[src/rtl/bnn_layer_pkg.sv]
package bnn_layer_pkg;

    typedef enum logic [1:0] {
        PH_IDLE = 2'd0,
        PH_RUN  = 2'd1,
        PH_HOLD = 2'd2
    } phase_e;

    // position of the current cycle inside a neuron's fold sequence
    typedef struct packed {
        logic first;
        logic last;
    } fold_step_t;

    // index width that never collapses to zero
    function automatic int unsigned idx_w(input int unsigned n);
        return (n > 1) ? $clog2(n) : 1;
    endfunction

    // folded normalization + sign: popcount against an integer level
    function automatic logic thr_fire(input logic [15:0] count,
                                      input logic [15:0] level,
                                      input logic        invert);
        return invert ? (count <= level) : (count >= level);
    endfunction

endpackage

[src/rtl/bnn_param_store.sv]
module bnn_param_store
    import bnn_layer_pkg::*;
#(
    parameter int unsigned SIMD     = 8,
    parameter int unsigned NEURONS  = 8,
    parameter int unsigned PE_COUNT = 4,
    parameter int unsigned FOLDS    = 4,
    parameter int unsigned CNT_W    = 6,
    localparam int unsigned GROUPS  = NEURONS / PE_COUNT,
    localparam int unsigned ROW_W   = idx_w(NEURONS),
    localparam int unsigned FOLD_W  = idx_w(FOLDS),
    localparam int unsigned GRP_W   = idx_w(GROUPS)
) (
    input  logic                      clk,
    input  logic                      wt_we,
    input  logic [ROW_W-1:0]          wt_row,
    input  logic [FOLD_W-1:0]         wt_fold,
    input  logic [SIMD-1:0]           wt_bits,
    input  logic                      th_we,
    input  logic [ROW_W-1:0]          th_row,
    input  logic [CNT_W-1:0]          th_level,
    input  logic                      th_invert,
    input  logic [GRP_W-1:0]          rd_grp,
    input  logic [FOLD_W-1:0]         rd_fold,
    output logic [PE_COUNT*SIMD-1:0]  rd_bits,
    output logic [PE_COUNT*CNT_W-1:0] rd_level,
    output logic [PE_COUNT-1:0]       rd_invert
);

    logic [SIMD-1:0]  wmem [NEURONS][FOLDS];
    logic [CNT_W-1:0] tlev [NEURONS];
    logic             tinv [NEURONS];

    always_ff @(posedge clk) begin
        if (wt_we) begin
            wmem[wt_row][wt_fold] <= wt_bits;
        end
        if (th_we) begin
            tlev[th_row] <= th_level;
            tinv[th_row] <= th_invert;
        end
    end

    // PE p of group g serves neuron g*PE_COUNT + p
    for (genvar p = 0; p < PE_COUNT; p++) begin : g_port
        logic [ROW_W-1:0] row;
        assign row = ROW_W'(32'(rd_grp) * PE_COUNT + p);
        assign rd_bits[p*SIMD +: SIMD]    = wmem[row][rd_fold];
        assign rd_level[p*CNT_W +: CNT_W] = tlev[row];
        assign rd_invert[p]               = tinv[row];
    end

endmodule

[src/rtl/bnn_xnor_pe.sv]
module bnn_xnor_pe
    import bnn_layer_pkg::*;
#(
    parameter int unsigned SIMD  = 8,
    parameter int unsigned CNT_W = 6
) (
    input  logic             clk,
    input  logic             rst,
    input  logic             en,
    input  fold_step_t       step,
    input  logic [SIMD-1:0]  act,
    input  logic [SIMD-1:0]  wgt,
    input  logic [CNT_W-1:0] level,
    input  logic             invert,
    output logic             fire
);

    logic [CNT_W-1:0] acc;
    logic [CNT_W-1:0] lane_pc;
    logic [CNT_W-1:0] sum;

    // agreement count of this fold: XNOR per lane, then count the ones
    always_comb begin
        lane_pc = '0;
        for (int i = 0; i < SIMD; i++) begin
            lane_pc = lane_pc + CNT_W'(~(act[i] ^ wgt[i]));
        end
    end

    assign sum  = (step.first ? '0 : acc) + lane_pc;
    assign fire = thr_fire(16'(sum), 16'(level), invert);

    always_ff @(posedge clk) begin
        if (rst) begin
            acc <= '0;
        end else if (en) begin
            acc <= sum;
        end
    end

endmodule

[src/rtl/bnn_seq_ctrl.sv]
module bnn_seq_ctrl
    import bnn_layer_pkg::*;
#(
    parameter int unsigned FOLDS  = 4,
    parameter int unsigned GROUPS = 2,
    localparam int unsigned FOLD_W = idx_w(FOLDS),
    localparam int unsigned GRP_W  = idx_w(GROUPS)
) (
    input  logic              clk,
    input  logic              rst,
    input  logic              in_valid,
    input  logic              out_ready,
    output logic              in_ready,
    output logic              out_valid,
    output logic              load,
    output logic              run,
    output logic [GRP_W-1:0]  grp,
    output logic [FOLD_W-1:0] fold,
    output fold_step_t        step
);

    phase_e phase;
    logic   fold_end;
    logic   grp_end;

    assign fold_end   = (fold == FOLD_W'(FOLDS - 1));
    assign grp_end    = (grp == GRP_W'(GROUPS - 1));
    assign in_ready   = (phase == PH_IDLE);
    assign out_valid  = (phase == PH_HOLD);
    assign run        = (phase == PH_RUN);
    assign load       = in_valid && in_ready;
    assign step.first = (fold == '0);
    assign step.last  = fold_end;

    always_ff @(posedge clk) begin
        if (rst) begin
            phase <= PH_IDLE;
            grp   <= '0;
            fold  <= '0;
        end else begin
            case (phase)
                PH_IDLE: begin
                    if (in_valid) begin
                        phase <= PH_RUN;
                        grp   <= '0;
                        fold  <= '0;
                    end
                end
                PH_RUN: begin
                    if (fold_end) begin
                        fold <= '0;
                        if (grp_end) begin
                            phase <= PH_HOLD;
                        end else begin
                            grp <= grp + 1'b1;
                        end
                    end else begin
                        fold <= fold + 1'b1;
                    end
                end
                PH_HOLD: begin
                    if (out_ready) begin
                        phase <= PH_IDLE;
                    end
                end
                default: phase <= PH_IDLE;
            endcase
        end
    end

endmodule

[src/rtl/bnn_xnor_layer.sv]
module bnn_xnor_layer
    import bnn_layer_pkg::*;
#(
    parameter int unsigned VEC_BITS = 32,
    parameter int unsigned SIMD     = 8,
    parameter int unsigned NEURONS  = 8,
    parameter int unsigned PE_COUNT = 4,
    localparam int unsigned FOLDS      = VEC_BITS / SIMD,
    localparam int unsigned GROUPS     = NEURONS / PE_COUNT,
    localparam int unsigned CNT_W      = $clog2(VEC_BITS + 1),
    localparam int unsigned ROW_W      = idx_w(NEURONS),
    localparam int unsigned FOLD_W     = idx_w(FOLDS),
    localparam int unsigned GRP_W      = idx_w(GROUPS),
    localparam int unsigned RUN_CYCLES = GROUPS * FOLDS
) (
    input  logic                clk,
    input  logic                rst,
    input  logic                in_valid,
    output logic                in_ready,
    input  logic [VEC_BITS-1:0] in_vec,
    output logic                out_valid,
    input  logic                out_ready,
    output logic [NEURONS-1:0]  out_vec,
    input  logic                wt_we,
    input  logic [ROW_W-1:0]    wt_row,
    input  logic [FOLD_W-1:0]   wt_fold,
    input  logic [SIMD-1:0]     wt_bits,
    input  logic                th_we,
    input  logic [ROW_W-1:0]    th_row,
    input  logic [CNT_W-1:0]    th_level,
    input  logic                th_invert
);

    logic                      load;
    logic                      run;
    logic [GRP_W-1:0]          grp;
    logic [FOLD_W-1:0]         fold;
    fold_step_t                step;
    logic [PE_COUNT*SIMD-1:0]  rd_bits;
    logic [PE_COUNT*CNT_W-1:0] rd_level;
    logic [PE_COUNT-1:0]       rd_invert;
    logic [PE_COUNT-1:0]       fire;
    logic [SIMD-1:0]           act_buf [FOLDS];
    logic [PE_COUNT-1:0]       out_buf [GROUPS];

    bnn_seq_ctrl #(.FOLDS(FOLDS), .GROUPS(GROUPS)) i_ctrl (
        .clk       (clk),
        .rst       (rst),
        .in_valid  (in_valid),
        .out_ready (out_ready),
        .in_ready  (in_ready),
        .out_valid (out_valid),
        .load      (load),
        .run       (run),
        .grp       (grp),
        .fold      (fold),
        .step      (step)
    );

    bnn_param_store #(
        .SIMD(SIMD), .NEURONS(NEURONS), .PE_COUNT(PE_COUNT),
        .FOLDS(FOLDS), .CNT_W(CNT_W)
    ) i_store (
        .clk       (clk),
        .wt_we     (wt_we),
        .wt_row    (wt_row),
        .wt_fold   (wt_fold),
        .wt_bits   (wt_bits),
        .th_we     (th_we),
        .th_row    (th_row),
        .th_level  (th_level),
        .th_invert (th_invert),
        .rd_grp    (grp),
        .rd_fold   (fold),
        .rd_bits   (rd_bits),
        .rd_level  (rd_level),
        .rd_invert (rd_invert)
    );

    // input buffer, stored fold by fold
    always_ff @(posedge clk) begin
        if (load) begin
            for (int f = 0; f < FOLDS; f++) begin
                act_buf[f] <= in_vec[f*SIMD +: SIMD];
            end
        end
    end

    for (genvar p = 0; p < PE_COUNT; p++) begin : g_pe
        bnn_xnor_pe #(.SIMD(SIMD), .CNT_W(CNT_W)) i_pe (
            .clk    (clk),
            .rst    (rst),
            .en     (run),
            .step   (step),
            .act    (act_buf[fold]),
            .wgt    (rd_bits[p*SIMD +: SIMD]),
            .level  (rd_level[p*CNT_W +: CNT_W]),
            .invert (rd_invert[p]),
            .fire   (fire[p])
        );
    end

    // output buffer: one PE-wide slot per neuron group
    always_ff @(posedge clk) begin
        if (rst) begin
            for (int g = 0; g < GROUPS; g++) begin
                out_buf[g] <= '0;
            end
        end else if (run && step.last) begin
            out_buf[grp] <= fire;
        end
    end

    for (genvar g = 0; g < GROUPS; g++) begin : g_out
        assign out_vec[g*PE_COUNT +: PE_COUNT] = out_buf[g];
    end

endmodule

[config.mk]
export PLATFORM = sky130hd
export DESIGN_NAME = bnn_xnor_layer
export DESIGN_NICKNAME = d
export VERILOG_FILES = /design/src/rtl/bnn_layer_pkg.sv /design/src/rtl/bnn_param_store.sv /design/src/rtl/bnn_xnor_pe.sv /design/src/rtl/bnn_seq_ctrl.sv /design/src/rtl/bnn_xnor_layer.sv
export SDC_FILE = /design/constraint.sdc
export NUM_CORES = 1
export LEC_CHECK = 0
export BUFFER_PORTS_ARGS = -buffer_cell sky130_fd_sc_hd__buf_4
export CORE_MARGIN = 3
export CORE_UTILIZATION = 40
export DETAILED_ROUTE_END_ITERATION = 6
export GPL_ROUTABILITY_DRIVEN = 0
export GPL_TIMING_DRIVEN = 0
export SETUP_SLACK_MARGIN = 0.3
export SLEW_MARGIN = 20
export SYNTH_ARGS = -nofsm -noshare
export SYNTH_HDL_FRONTEND = slang
export SYNTH_SLANG_ARGS = --single-unit
[constraint.sdc]
create_clock -name clk -period 7.1 [get_ports clk]
set_input_delay 0 -clock clk [delete_from_list [all_inputs] [get_ports clk]]
set_output_delay 0 -clock clk [all_outputs]
set_load 0.05 [all_outputs]
# Word-level counts from Yosys, hierarchy flattened
# Memories as Yosys holds them, arrays and structs flattened. A register that Yosys moved wholly into a read port is not among the register bits.
# Index checks and enable logic that the tools add are counted.
totals:
  mem_count: 5
  elab_cells: 199
  latch_bits: 0
  output_inout_bits: 10
  in_bits: 61
  mem_bits_rw: 352
  register_bits: 29
  mem_bits_ro: 0
mem_list:
  columns: ["memory", "words", "width", "rd", "rd_clocked_by_memory_dff", "wr", "line", "text"]
  rows:
  - ["i_store.wmem", 8, 32, 4, 1, 1, "bnn_param_store.sv:30", "logic [SIMD-1:0] wmem [NEURONS][FOLDS];"]
  - ["i_store.tlev", 8, 6, 4, 1, 1, "bnn_param_store.sv:31", "logic [CNT_W-1:0] tlev [NEURONS];"]
  - ["act_buf", 4, 8, 1, 1, 4, "bnn_xnor_layer.sv:43", "logic [SIMD-1:0] act_buf [FOLDS];"]
  - ["i_store.tinv", 8, 1, 4, 1, 1, "bnn_param_store.sv:32", "logic tinv [NEURONS];"]
  - ["out_buf", 2, 4, 2, 0, 2, "bnn_xnor_layer.sv:44", "logic [PE_COUNT-1:0] out_buf [GROUPS];"]
classes:
  n_lt_le_gt_ge: 11
  n_mul: 0
  n_shift: 0
  bitwise_logic: 66
  n_div: 0
  reduce_logical: 10
  eq_ne: 7
  addsub: 37
  muxes: 56
ops:
  columns: ["op", "count"]
  rows:
  - ["adder 6 bit", 32]
  - ["inverter 6 bit", 32]
  - ["2-to-1 mux 8 bit", 9]
  - ["binary-select mux 8 bit (select 2 bit)", 4]
  - ["2-to-1 mux 32 bit", 1]
  - ["XOR 1 bit", 32]
  - [">= comparator 6 bit", 4]
  - ["<= comparator 6 bit", 4]
  - ["2-to-1 mux 6 bit", 4]
  - ["2-to-1 mux 1 bit", 19]
  - ["2-to-1 mux 3 bit", 6]
  - ["demux 8 bit (select 2 bit)", 1]
  - ["2-to-1 mux 2 bit", 8]
  - ["adder 3 x 2 -> 3 bit (second input constant)", 2]
  - [">= comparator 3 bit (second input constant)", 2]
  - ["inequality test 2 x 1 -> 1 bit (second input constant)", 3]
  - ["inverter 2 -> 3 bit", 2]
  - ["case mux 2 bit (3 select lines)", 1]
  - ["equality test 2 bit (second input constant)", 2]
  - ["logical NOT 2 bit", 2]
  - ["2-to-1 mux 4 bit", 1]
  - ["case mux 2 bit (2 select lines)", 1]
  - ["AND reduction 4 bit", 1]
  - ["OR reduction 4 bit", 1]
  - ["11 further kinds", 13]

# Logic depth before layout (Yosys ltp)
# Gate-level depths: netlist of the first run.
# An unclocked memory read counts as a cell.
logic_depth:
  ltp_word: 18
  depth_mapped: 22
  ltp_nobuf: 19

# Cells and area by module
# Synthesis of the first run repeated with hierarchy kept, for this count alone.
unflattened:
  cells_unflattened: 1020
  area_unflattened_um2: 17036.3
modules_own_cells:
  columns: ["module", "seq_area_each_um2", "n_inst", "area_per_inst_um2", "cells_per_inst"]
  rows:
  - ["bnn_param_store", 9369.0, 1, 11902.7, 515]
  - ["bnn_xnor_pe", 120.1, 4, 838.3, 103]
  - ["bnn_xnor_layer", 1201.2, 1, 1490.2, 63]
  - ["bnn_seq_ctrl", 100.1, 1, 290.3, 30]

# Least setup slack after synthesis of the first run
# Ideal clock, no wire load.
synth_timing:
  path_kind: "register to register"
  from: "reg i_ctrl.grp"
  to: "mem out_buf[0][3], data pin"
  setup_slack_ns: 1.541
  synth_period_minus_slack_ns: 5.559
  setup_time_ns: 0.262
  path_stages_with_launch: 20
  path_buffers: 2
  arrival_time_ns: 5.297
  required_ns: 6.838
  cell_sequence: "dfxtp_1 > buf_6 > buf_6 > mux4_2 > mux2i_1 > xnor2_1 > fa_1 > fa_1 > inv_1 > fa_1 > fa_1 > fa_1 > a21o_1 > a21oi_1 > xnor2_1 > ha_1 > a21o_1 > a21o_1 > a211oi_1 > nor2_1"
synth_rtl:
  columns: ["item", "line", "text"]
  rows:
  - ["from (decl)", "bnn_seq_ctrl.sv:17", "output logic [GRP_W-1:0] grp,"]
  - ["from (signal assigned)", "bnn_seq_ctrl.sv:55", "grp <= grp + 1'b1;"]
  - ["to (decl)", "bnn_xnor_layer.sv:44", null]

==> results of run 1 <==
worst paths after layout:
path / end / slack, ns / from / cells after the start
worst min register to register: g_pe[3].i_pe.acc[1] / 0.45 / g_pe[3].i_pe.acc[1] / 2
worst max-delay path: out_buf[1][2] / 0.72 / i_ctrl.fold[0] / 20
worst min-delay path: i_store.tlev[1][3] / 0.02 / th_row[0] / 3
worst max register to register: out_buf[1][2] / 0.72 / i_ctrl.fold[0] / 20
area by class of cell:
cell class / instances / area (um2) / area share
tap: 532 / 666 / 0.0335
inverter: 29 / 109 / 0.00548
clock buffer: 54 / 1110 / 0.0557
buffer: 37 / 236 / 0.0119
multi-input combinational: 532 / 5210 / 0.262
timing repair buffer: 123 / 1060 / 0.0532
sequential: 384 / 11200 / 0.565
clock inverter: 19 / 260 / 0.0131
state kept, by name, indices dropped and copies added (netlist names), named ones only:
register       cells
out_buf            8
act_buf           32
i_store.wmem     256
i_store.tlev      48
g_pe.i_pe.acc     24
i_ctrl.fold        2
i_ctrl.grp         1
i_store.tinv       8
i_ctrl.phase       2
tightest hold or removal path, delay by kind of cell:
kind                   cells  cell delay [ns]
and+or+nand+nor            2             0.27
buffers and inverters      1             0.11
metal layers:
| metal | routed length, um | vias up |
|---|---|---|
| met5 | 0 | - |
| li1 | - | 4117 |
| met2 | 17800 | 236 |
| met3 | 1920 | 59 |
| met1 | 16200 | 4526 |
| met4 | 881 | 0 |
what timing repair did:
item                                    CTS  global route
hold endpoints to repair                412             0
hold buffers                             53             0
endpoints found under the setup margin    0             8
gates resized for setup                   0            11
cell families (layout without fill, tap and decap cells):
group           count (synthesis)  in the layout
compound gates                 91             91
xor+xnor                       48             48
fa+ha+maj                      70             70
buf+inv                        66            262
flops                         384            384
mux                           134            134
simple gates                  189            189
layout by cell type, fill, tap and decap left out, types with 6 or more instances in the layout:
master,n
sky130_fd_sc_hd__nand3b_1,6
sky130_fd_sc_hd__dfxtp_1,32
sky130_fd_sc_hd__nor3_1,6
sky130_fd_sc_hd__nand2_1,52
sky130_fd_sc_hd__fa_1,20
sky130_fd_sc_hd__nand3_1,6
sky130_fd_sc_hd__edfxtp_1,352
sky130_fd_sc_hd__ha_1,50
sky130_fd_sc_hd__nand2b_1,14
sky130_fd_sc_hd__a21o_1,20
sky130_fd_sc_hd__clkbuf_1,22
sky130_fd_sc_hd__xor2_1,24
sky130_fd_sc_hd__inv_1,27
sky130_fd_sc_hd__mux4_2,74
sky130_fd_sc_hd__clkinv_2,6
sky130_fd_sc_hd__bufinv_16,6
sky130_fd_sc_hd__nor2_1,72
sky130_fd_sc_hd__mux2i_1,52
sky130_fd_sc_hd__o21ai_0,12
sky130_fd_sc_hd__buf_6,8
sky130_fd_sc_hd__xnor2_1,24
sky130_fd_sc_hd__nor2b_1,18
sky130_fd_sc_hd__a21oi_1,31
sky130_fd_sc_hd__buf_4,71
sky130_fd_sc_hd__clkbuf_16,42
sky130_fd_sc_hd__dlygate4sd3_1,53
sky130_fd_sc_hd__buf_1,6
power breakdown:
| part | switching, mW | internal [mW] | leakage, nW |
|---|---|---|---|
| clock | 0.865 | 1.32 | 0.658 |
| sequential | 0.0302 | 2.54 | 3.47 |
| combinational | 0.629 | 0.477 | 2.80 |
==> flow_results.xml, run 1 <==
<?xml version="1.0" encoding="UTF-8"?>
<metrics>
  <group name="place">
    <metric name="place.detailed.instances" unit="">1584</metric>
    <metric name="portBuffers" unit="">70</metric>
    <metric name="detailed_place.area" unit="mm2">0.0179</metric>
    <metric name="dp_hpwl" unit="mm">25.2</metric>
    <metric name="dp_slack" unit="ns">0.411</metric>
  </group>
  <group name="grt">
    <metric name="groute.layer.met1.usage" unit="">0.231</metric>
    <metric name="global_routing_usage_summed_across_all_routing_layers" unit="">0.169</metric>
    <metric name="global_route.usage.met3" unit="">0.0347</metric>
    <metric name="met2_usage" unit="">0.277</metric>
    <metric name="grt_first_pass_wirelength" unit="mm">56.0</metric>
    <metric name="vias_in_the_first_global_route" unit="">9276</metric>
    <metric name="grt.busiest_layer" unit="">met2</metric>
    <metric name="number_of_antenna_violations_at_the_first_check_in_global_routing" unit="">0</metric>
    <metric name="largest_net_degree_at_the_start_of_global_routing" unit="">33</metric>
    <metric name="overflow" unit="">0</metric>
  </group>
  <group name="yosys">
    <metric name="synth_edf_count" unit="">352</metric>
    <metric name="post_synth_mux_area_share" unit="">0.136</metric>
    <metric name="syn_avg_cell_area" unit="um2">17.0</metric>
    <metric name="yosys.area.top_type" unit="">sky130_fd_sc_hd__edfxtp_1</metric>
    <metric name="synth_fa_ha_area_frac" unit="">0.0613</metric>
    <metric name="synth_flop_cell" unit="">sky130_fd_sc_hd__edfxtp_1</metric>
    <metric name="yosysWarningCount" unit="">0</metric>
    <metric name="yosysMostFrequentCell" unit="">sky130_fd_sc_hd__edfxtp_1</metric>
    <metric name="synth_fp_nets" unit="">1113</metric>
    <metric name="synth_seq_cells" unit="">384</metric>
    <metric name="netlist.area_leader.share" unit="">0.632</metric>
    <metric name="synthesis.instances" unit="">982</metric>
    <metric name="asyncSetResetFlopFracSynth" unit="">0</metric>
    <metric name="syn-cell-area" unit="mm2">0.0167</metric>
    <metric name="cell_types_occupying_the_most_area_after_synthesis" unit="">sky130_fd_sc_hd__edfxtp_1 63%, sky130_fd_sc_hd__mux4_2 10%, sky130_fd_sc_hd__dfxtp_1 3.8%, sky130_fd_sc_hd__ha_1 3.7%, sky130_fd_sc_hd__mux2i_1 3.4%</metric>
    <metric name="simple_gate_fraction_of_synth_area" unit="">0.0522</metric>
    <metric name="synth_top_family_by_area" unit="">multiplexers</metric>
    <metric name="synth-seq-area-share" unit="">0.670</metric>
    <metric name="yosys.area_share.xor_xnor" unit="">0.0251</metric>
    <metric name="netlist-cell-type-count" unit="">40</metric>
    <metric name="synth_compound_gate_area_share" unit="">0.0353</metric>
    <metric name="synth_commonest_cells" unit="">352 x sky130_fd_sc_hd__edfxtp_1, 74 x sky130_fd_sc_hd__mux4_2, 72 x sky130_fd_sc_hd__nor2_1</metric>
  </group>
  <group name="timing">
    <metric name="max-slew-margin-rel" unit="">0.350</metric>
    <metric name="timing.final.setup_violations" unit="">0</metric>
    <metric name="min_clock_period_post_route" unit="ns">6.38</metric>
    <metric name="rsz0062_at_grt" unit="">false</metric>
    <metric name="tns" unit="ns">0</metric>
    <metric name="timing_worst_slew_pin_value" unit="ns">0.975</metric>
    <metric name="skew" unit="ns">0.0213</metric>
    <metric name="timing.hold.ws" unit="ns">0.0175</metric>
    <metric name="timing.final.hold_violations" unit="">0</metric>
    <metric name="finalCritPeriodShare" unit="">0.899</metric>
    <metric name="timing_max_transition_violations_final" unit="">0</metric>
    <metric name="timing.final.ws_setup" unit="ns">0.719</metric>
    <metric name="fmax" unit="MHz">157</metric>
  </group>
  <group name="critical_path">
    <metric name="path_common_cell" unit="">sky130_fd_sc_hd__fa_1</metric>
    <metric name="critical_path_required" unit="ns">7.50</metric>
    <metric name="setup.worst_path.end_class" unit="">flop</metric>
    <metric name="path_delay_family" unit="">adder cells</metric>
    <metric name="worstPathArrival" unit="ns">6.79</metric>
    <metric name="critPathLaunchType" unit="">flop</metric>
    <metric name="kind_of_critical_path" unit="">flop to flop</metric>
    <metric name="crit_path_max_incr_delay" unit="ns">0.51</metric>
    <metric name="path_cells" unit="">clkbuf_4 &gt; clkbuf_4 &gt; mux4_2 &gt; mux2i_2 &gt; xnor2_1 &gt; fa_1 &gt; fa_1 &gt; inv_1 &gt; fa_1 &gt; fa_1 &gt; fa_1 &gt; a21o_1 &gt; a21oi_1 &gt; xnor2_1 &gt; ha_1 &gt; nand4_1 &gt; o21ba_2 &gt; a2111oi_0 &gt; a211oi_1 &gt; nor2_1</metric>
    <metric name="critical_path.max_fanout" unit="">10</metric>
    <metric name="cpMaxStageDelayCell" unit="">sky130_fd_sc_hd__fa_1</metric>
    <metric name="crit_buf_inv" unit="">3</metric>
  </group>
  <group name="detailed_routing">
    <metric name="vias_per_std_cell" unit="">5.23</metric>
    <metric name="drc" unit="">0</metric>
    <metric name="drt_first_iter_violations" unit="">683</metric>
    <metric name="totalWireLength" unit="mm">36.8</metric>
    <metric name="ant_nets" unit="">0</metric>
    <metric name="detail_route.wl_per_cell" unit="um">21.5</metric>
    <metric name="via_count" unit="">8938</metric>
    <metric name="drt_first_pass_iters" unit="">6</metric>
  </group>
  <group name="final_layout">
    <metric name="diodes" unit="">0</metric>
    <metric name="layout-area-overhead-vs-synth" unit="%">18.7</metric>
    <metric name="finalCoreUtilization" unit="">0.483</metric>
    <metric name="finalInstanceArea" unit="mm2">0.0199</metric>
    <metric name="fill_cells" unit="">3511</metric>
    <metric name="stdcell_count" unit="">1710</metric>
    <metric name="nets" unit="">1279</metric>
    <metric name="layout-drive-gt1-share" unit="">0.205</metric>
  </group>
  <group name="floorplan">
    <metric name="dieArea" unit="mm2">0.0443</metric>
    <metric name="std_cell_rows" unit="">74</metric>
    <metric name="core_area" unit="mm2">0.0411</metric>
    <metric name="io-pin-count" unit="">71</metric>
    <metric name="die_width" unit="um">210</metric>
    <metric name="chipHeight" unit="um">210</metric>
    <metric name="initial_core_util" unit="">0.407</metric>
  </group>
  <group name="outcome">
    <metric name="run_status" unit="">finished, final reports clean</metric>
  </group>
  <group name="clock_tree">
    <metric name="htree_num_levels" unit="">2</metric>
    <metric name="post-cts-setup-buffers" unit="">0</metric>
    <metric name="numCtsBuffers" unit="">41</metric>
    <metric name="cts_tree" unit="">done</metric>
    <metric name="clkTransAtPathRegs" unit="ns">0.06</metric>
    <metric name="clk_latency" unit="ns">0.55</metric>
    <metric name="clock_sinks" unit="">384</metric>
    <metric name="root_buffer" unit="">sky130_fd_sc_hd__clkbuf_16</metric>
    <metric name="number_of_buffers_between_clock_root_and_the_deepest_sink" unit="">3</metric>
  </group>
  <group name="pwr">
    <metric name="report.power.total" unit="mW">5.86</metric>
    <metric name="vdd_ir_drop_max" unit="uV">189</metric>
    <metric name="power.static_leakage" unit="nW">6.92</metric>
    <metric name="pwr_cell_area" unit="mW/mm2">295</metric>
  </group>
  <group name="worst_hold_path">
    <metric name="hp-class" unit="">primary input to flop</metric>
  </group>
  <group name="flow_run">
    <metric name="max_cap_violations" unit="">0</metric>
  </group>
</metrics>
(Power assumes the default switching activity.)
==> inputs of run 2 (changes only) <==
--- a/config.mk
+++ b/config.mk
@@ -11,6 +11,7 @@
 export DETAILED_ROUTE_END_ITERATION = 6
 export GPL_ROUTABILITY_DRIVEN = 0
 export GPL_TIMING_DRIVEN = 0
+export RECOVER_POWER = 100
 export SETUP_SLACK_MARGIN = 0.3
 export SLEW_MARGIN = 20
 export SYNTH_ARGS = -nofsm -noshare
==> run 2 against run 1 <==
  * The run now ends with max-capacitance violations, max-slew violations left
  * Combinational power about the same
  * First-iteration DRC count decreased by 6.7%
  * Highest routed layer unchanged
  * Critical path type unchanged
  * Critical path depth increased by 1
==> flow_results.xml, run 2 (synthesis results as in run 1) <==
<?xml version="1.0" encoding="UTF-8"?>
<metrics>
  <group name="outcome">
    <metric name="run_status" unit="">finished, violations left</metric>
    <metric name="violations_in_the_final_reports" unit="">max-capacitance violations, max-slew violations</metric>
  </group>
  <group name="pwr">
    <metric name="share_clk_of_total_power" unit="">0.372</metric>
    <metric name="net_switching_power_of_the_design" unit="mW">1.52</metric>
    <metric name="report.power.total" unit="mW">5.85</metric>
    <metric name="vdd_ir_drop_max" unit="uV">187</metric>
    <metric name="pwr_cell_area" unit="mW/mm2">297</metric>
    <metric name="power_frac_comb" unit="">0.187</metric>
    <metric name="p_int" unit="mW">4.33</metric>
    <metric name="power.switching_fraction" unit="">0.260</metric>
    <metric name="seqPwrFrac" unit="">0.440</metric>
    <metric name="power.static_leakage" unit="nW">6.80</metric>
  </group>
  <group name="floorplan">
    <metric name="dieArea" unit="mm2">0.0443</metric>
    <metric name="io-pin-count" unit="">71</metric>
    <metric name="core_area" unit="mm2">0.0411</metric>
    <metric name="die_width" unit="um">210</metric>
    <metric name="initial_core_util" unit="">0.407</metric>
    <metric name="chipHeight" unit="um">210</metric>
    <metric name="std_cell_rows" unit="">74</metric>
  </group>
  <group name="critical_path">
    <metric name="worstPathArrival" unit="ns">6.76</metric>
    <metric name="kind_of_critical_path" unit="">flop to flop</metric>
    <metric name="critPathLaunchType" unit="">flop</metric>
    <metric name="setup.worst_path.end_class" unit="">flop</metric>
    <metric name="critical_path_required" unit="ns">7.39</metric>
    <metric name="critical_path.max_fanout" unit="">10</metric>
  </group>
  <group name="place">
    <metric name="portBuffers" unit="">70</metric>
    <metric name="dp_hpwl" unit="mm">25.2</metric>
    <metric name="detailed_place.area" unit="mm2">0.0179</metric>
  </group>
  <group name="clock_tree">
    <metric name="number_of_buffers_between_clock_root_and_the_deepest_sink" unit="">3</metric>
    <metric name="numCtsBuffers" unit="">41</metric>
    <metric name="cts_tree" unit="">done</metric>
    <metric name="htree_num_levels" unit="">2</metric>
    <metric name="clk_latency" unit="ns">0.55</metric>
    <metric name="clkTransAtPathRegs" unit="ns">0.06</metric>
    <metric name="post-cts-setup-buffers" unit="">0</metric>
    <metric name="clock_sinks" unit="">384</metric>
    <metric name="root_buffer" unit="">sky130_fd_sc_hd__clkbuf_16</metric>
  </group>
  <group name="final_layout">
    <metric name="layout-drive-gt1-share" unit="">0.175</metric>
    <metric name="nets" unit="">1279</metric>
    <metric name="biggest_registers_after_layout" unit="">i_store.wmem (256), i_store.tlev (48), act_buf (32)</metric>
    <metric name="largest-register" unit="">i_store.wmem</metric>
    <metric name="layout.cells.most_common_list" unit="">352 x sky130_fd_sc_hd__edfxtp_1, 74 x sky130_fd_sc_hd__mux4_2, 72 x sky130_fd_sc_hd__nor2_1</metric>
    <metric name="layout-area-overhead-vs-synth" unit="%">17.9</metric>
    <metric name="diodes" unit="">0</metric>
    <metric name="largest_reg_flops" unit="">256</metric>
    <metric name="layout.cells.most_common" unit="">sky130_fd_sc_hd__edfxtp_1</metric>
    <metric name="finalInstanceArea" unit="mm2">0.0197</metric>
  </group>
  <group name="worst_hold_path">
    <metric name="hp-class" unit="">primary input to flop</metric>
  </group>
  <group name="timing">
    <metric name="timing.final.setup_violations" unit="">0</metric>
    <metric name="skew" unit="ns">0.0199</metric>
    <metric name="timing.final.hold_violations" unit="">0</metric>
    <metric name="timing_worst_slew_pin_value" unit="ns">1.54</metric>
    <metric name="timing_max_transition_violations_final" unit="">66</metric>
    <metric name="rsz0062_at_grt" unit="">false</metric>
    <metric name="tns" unit="ns">0</metric>
    <metric name="fmax" unit="MHz">155</metric>
    <metric name="min_clock_period_post_route" unit="ns">6.47</metric>
    <metric name="finalCritPeriodShare" unit="">0.911</metric>
    <metric name="max-slew-margin-rel" unit="">-0.0268</metric>
  </group>
  <group name="detailed_routing">
    <metric name="drt_first_iter_violations" unit="">637</metric>
    <metric name="drc" unit="">0</metric>
    <metric name="vias_per_std_cell" unit="">5.23</metric>
    <metric name="drt_first_pass_iters" unit="">5</metric>
    <metric name="totalWireLength" unit="mm">36.7</metric>
    <metric name="ant_nets" unit="">0</metric>
    <metric name="via_count" unit="">8951</metric>
    <metric name="detail_route.wl_per_cell" unit="um">21.5</metric>
  </group>
  <group name="grt">
    <metric name="grt_first_pass_wirelength" unit="mm">56.0</metric>
    <metric name="overflow" unit="">0</metric>
    <metric name="number_of_antenna_violations_at_the_first_check_in_global_routing" unit="">0</metric>
    <metric name="global_routing_usage_summed_across_all_routing_layers" unit="">0.169</metric>
    <metric name="vias_in_the_first_global_route" unit="">9276</metric>
    <metric name="largest_net_degree_at_the_start_of_global_routing" unit="">33</metric>
  </group>
  <group name="flow_run">
    <metric name="max_cap_violations" unit="">2</metric>
  </group>
</metrics>
[run 2: cell types whose count changed in the layout (fill, tap and decap cells not counted)]
| cell | previous run | this run |
|---|---|---|
| sky130_fd_sc_hd__inv_2 | 2 | 1 |
| sky130_fd_sc_hd__mux2i_2 | 4 | 3 |
| sky130_fd_sc_hd__a21oi_2 | 1 | 0 |
| sky130_fd_sc_hd__mux2i_1 | 52 | 53 |
| sky130_fd_sc_hd__buf_4 | 71 | 8 |
| sky130_fd_sc_hd__buf_2 | 5 | 4 |
| sky130_fd_sc_hd__nor3_1 | 6 | 7 |
| sky130_fd_sc_hd__nor3_2 | 1 | 0 |
| sky130_fd_sc_hd__a21oi_1 | 31 | 32 |
| sky130_fd_sc_hd__clkbuf_4 | 4 | 36 |
| sky130_fd_sc_hd__inv_1 | 27 | 28 |
| sky130_fd_sc_hd__clkbuf_1 | 22 | 54 |
[run 2: power by group through the flow]
stage,combinational [mW],clock (mW),sequential [mW]
6_report,1.10,2.18,2.58
5_1_grt,1.23,2.33,2.58
2_1_floorplan,0.728,0,2.62
3_5_place_dp,1.08,0,2.62
3_3_place_gp,1.06,0,2.62
4_1_cts,1.11,2.24,2.57
[run 2: final timing paths]
check / slack (ns) / from / end / cells past startpoint
worst max-delay path: 0.63 / i_ctrl.fold[0] / out_buf[1][3] / 21
worst min-delay path: 0.06 / th_row[0] / i_store.tinv[7] / 3
worst max register to register: 0.63 / i_ctrl.fold[0] / out_buf[1][3] / 21
worst min register to register: 0.45 / g_pe[0].i_pe.acc[3] / g_pe[0].i_pe.acc[3] / 2
[run 2: layout make-up]
cell class / count / area, um2
Buffer: 37 / 235
Clock buffer: 54 / 1110
Clock inverter: 19 / 260
Fill cell: 3536 / 21400
Inverter: 29 / 109
Multi-Input combinational cell: 532 / 5190
Sequential cell: 384 / 11200
Tap cell: 532 / 666
Timing Repair Buffer: 123 / 940
[run 2: routing by layer]
layer  wire length, um  part of all wire  global-route usage  vias up
met2             17800              0.49               0.277      213
met5                 0                 0                   0        -
met4               881             0.024              0.0517        0
met3              1820             0.050              0.0347       59
li1                  -                 -                   -     4118
met1             16200              0.44               0.231     4561
[run 2: per-stage QoR]
| step | util | worst slack (ns) | hold WS [ns] | cells |
|---|---|---|---|---|
| 2_1_floorplan | - | 1.54 | 0.0989 | 982 |
| 3_3_place_gp | 0.436 | 0.488 | 0.179 | 1584 |
| 3_5_place_dp | 0.436 | 0.411 | 0.180 | 1584 |
| 4_1_cts | 0.482 | 0.409 | 0.0330 | 1710 |
| 5_1_grt | 0.480 | 0.182 | 0.0856 | 1710 |
| 6_report | 0.480 | 0.630 | 0.0601 | 1710 |
[run 2: repair_timing]
item                       4_1_cts  5_1_grt
setup endpoints to repair        0        8
hold endpoints to repair       412        0
resized for setup                0       11
hold buffers                    53        0
[run 2: critical path, cell delays in order (launching register included)]
cell                        delay [ns]
sky130_fd_sc_hd__dfxtp_1          0.44
sky130_fd_sc_hd__clkbuf_4         0.32
sky130_fd_sc_hd__clkbuf_4         0.30
sky130_fd_sc_hd__mux4_2           0.35
sky130_fd_sc_hd__mux2i_1          0.30
sky130_fd_sc_hd__xnor2_1          0.19
sky130_fd_sc_hd__fa_1             0.48
sky130_fd_sc_hd__fa_1             0.55
sky130_fd_sc_hd__inv_1            0.05
sky130_fd_sc_hd__fa_1             0.50
sky130_fd_sc_hd__fa_1             0.49
sky130_fd_sc_hd__a21o_1           0.21
sky130_fd_sc_hd__a21oi_1          0.30
sky130_fd_sc_hd__nor2_1           0.11
sky130_fd_sc_hd__o311ai_0         0.31
sky130_fd_sc_hd__nand2_1          0.13
sky130_fd_sc_hd__ha_1             0.34
sky130_fd_sc_hd__nand4_1          0.11
sky130_fd_sc_hd__o21ba_2          0.25
sky130_fd_sc_hd__a2111oi_1        0.05
sky130_fd_sc_hd__a211oi_1         0.34
sky130_fd_sc_hd__nor2_1           0.09
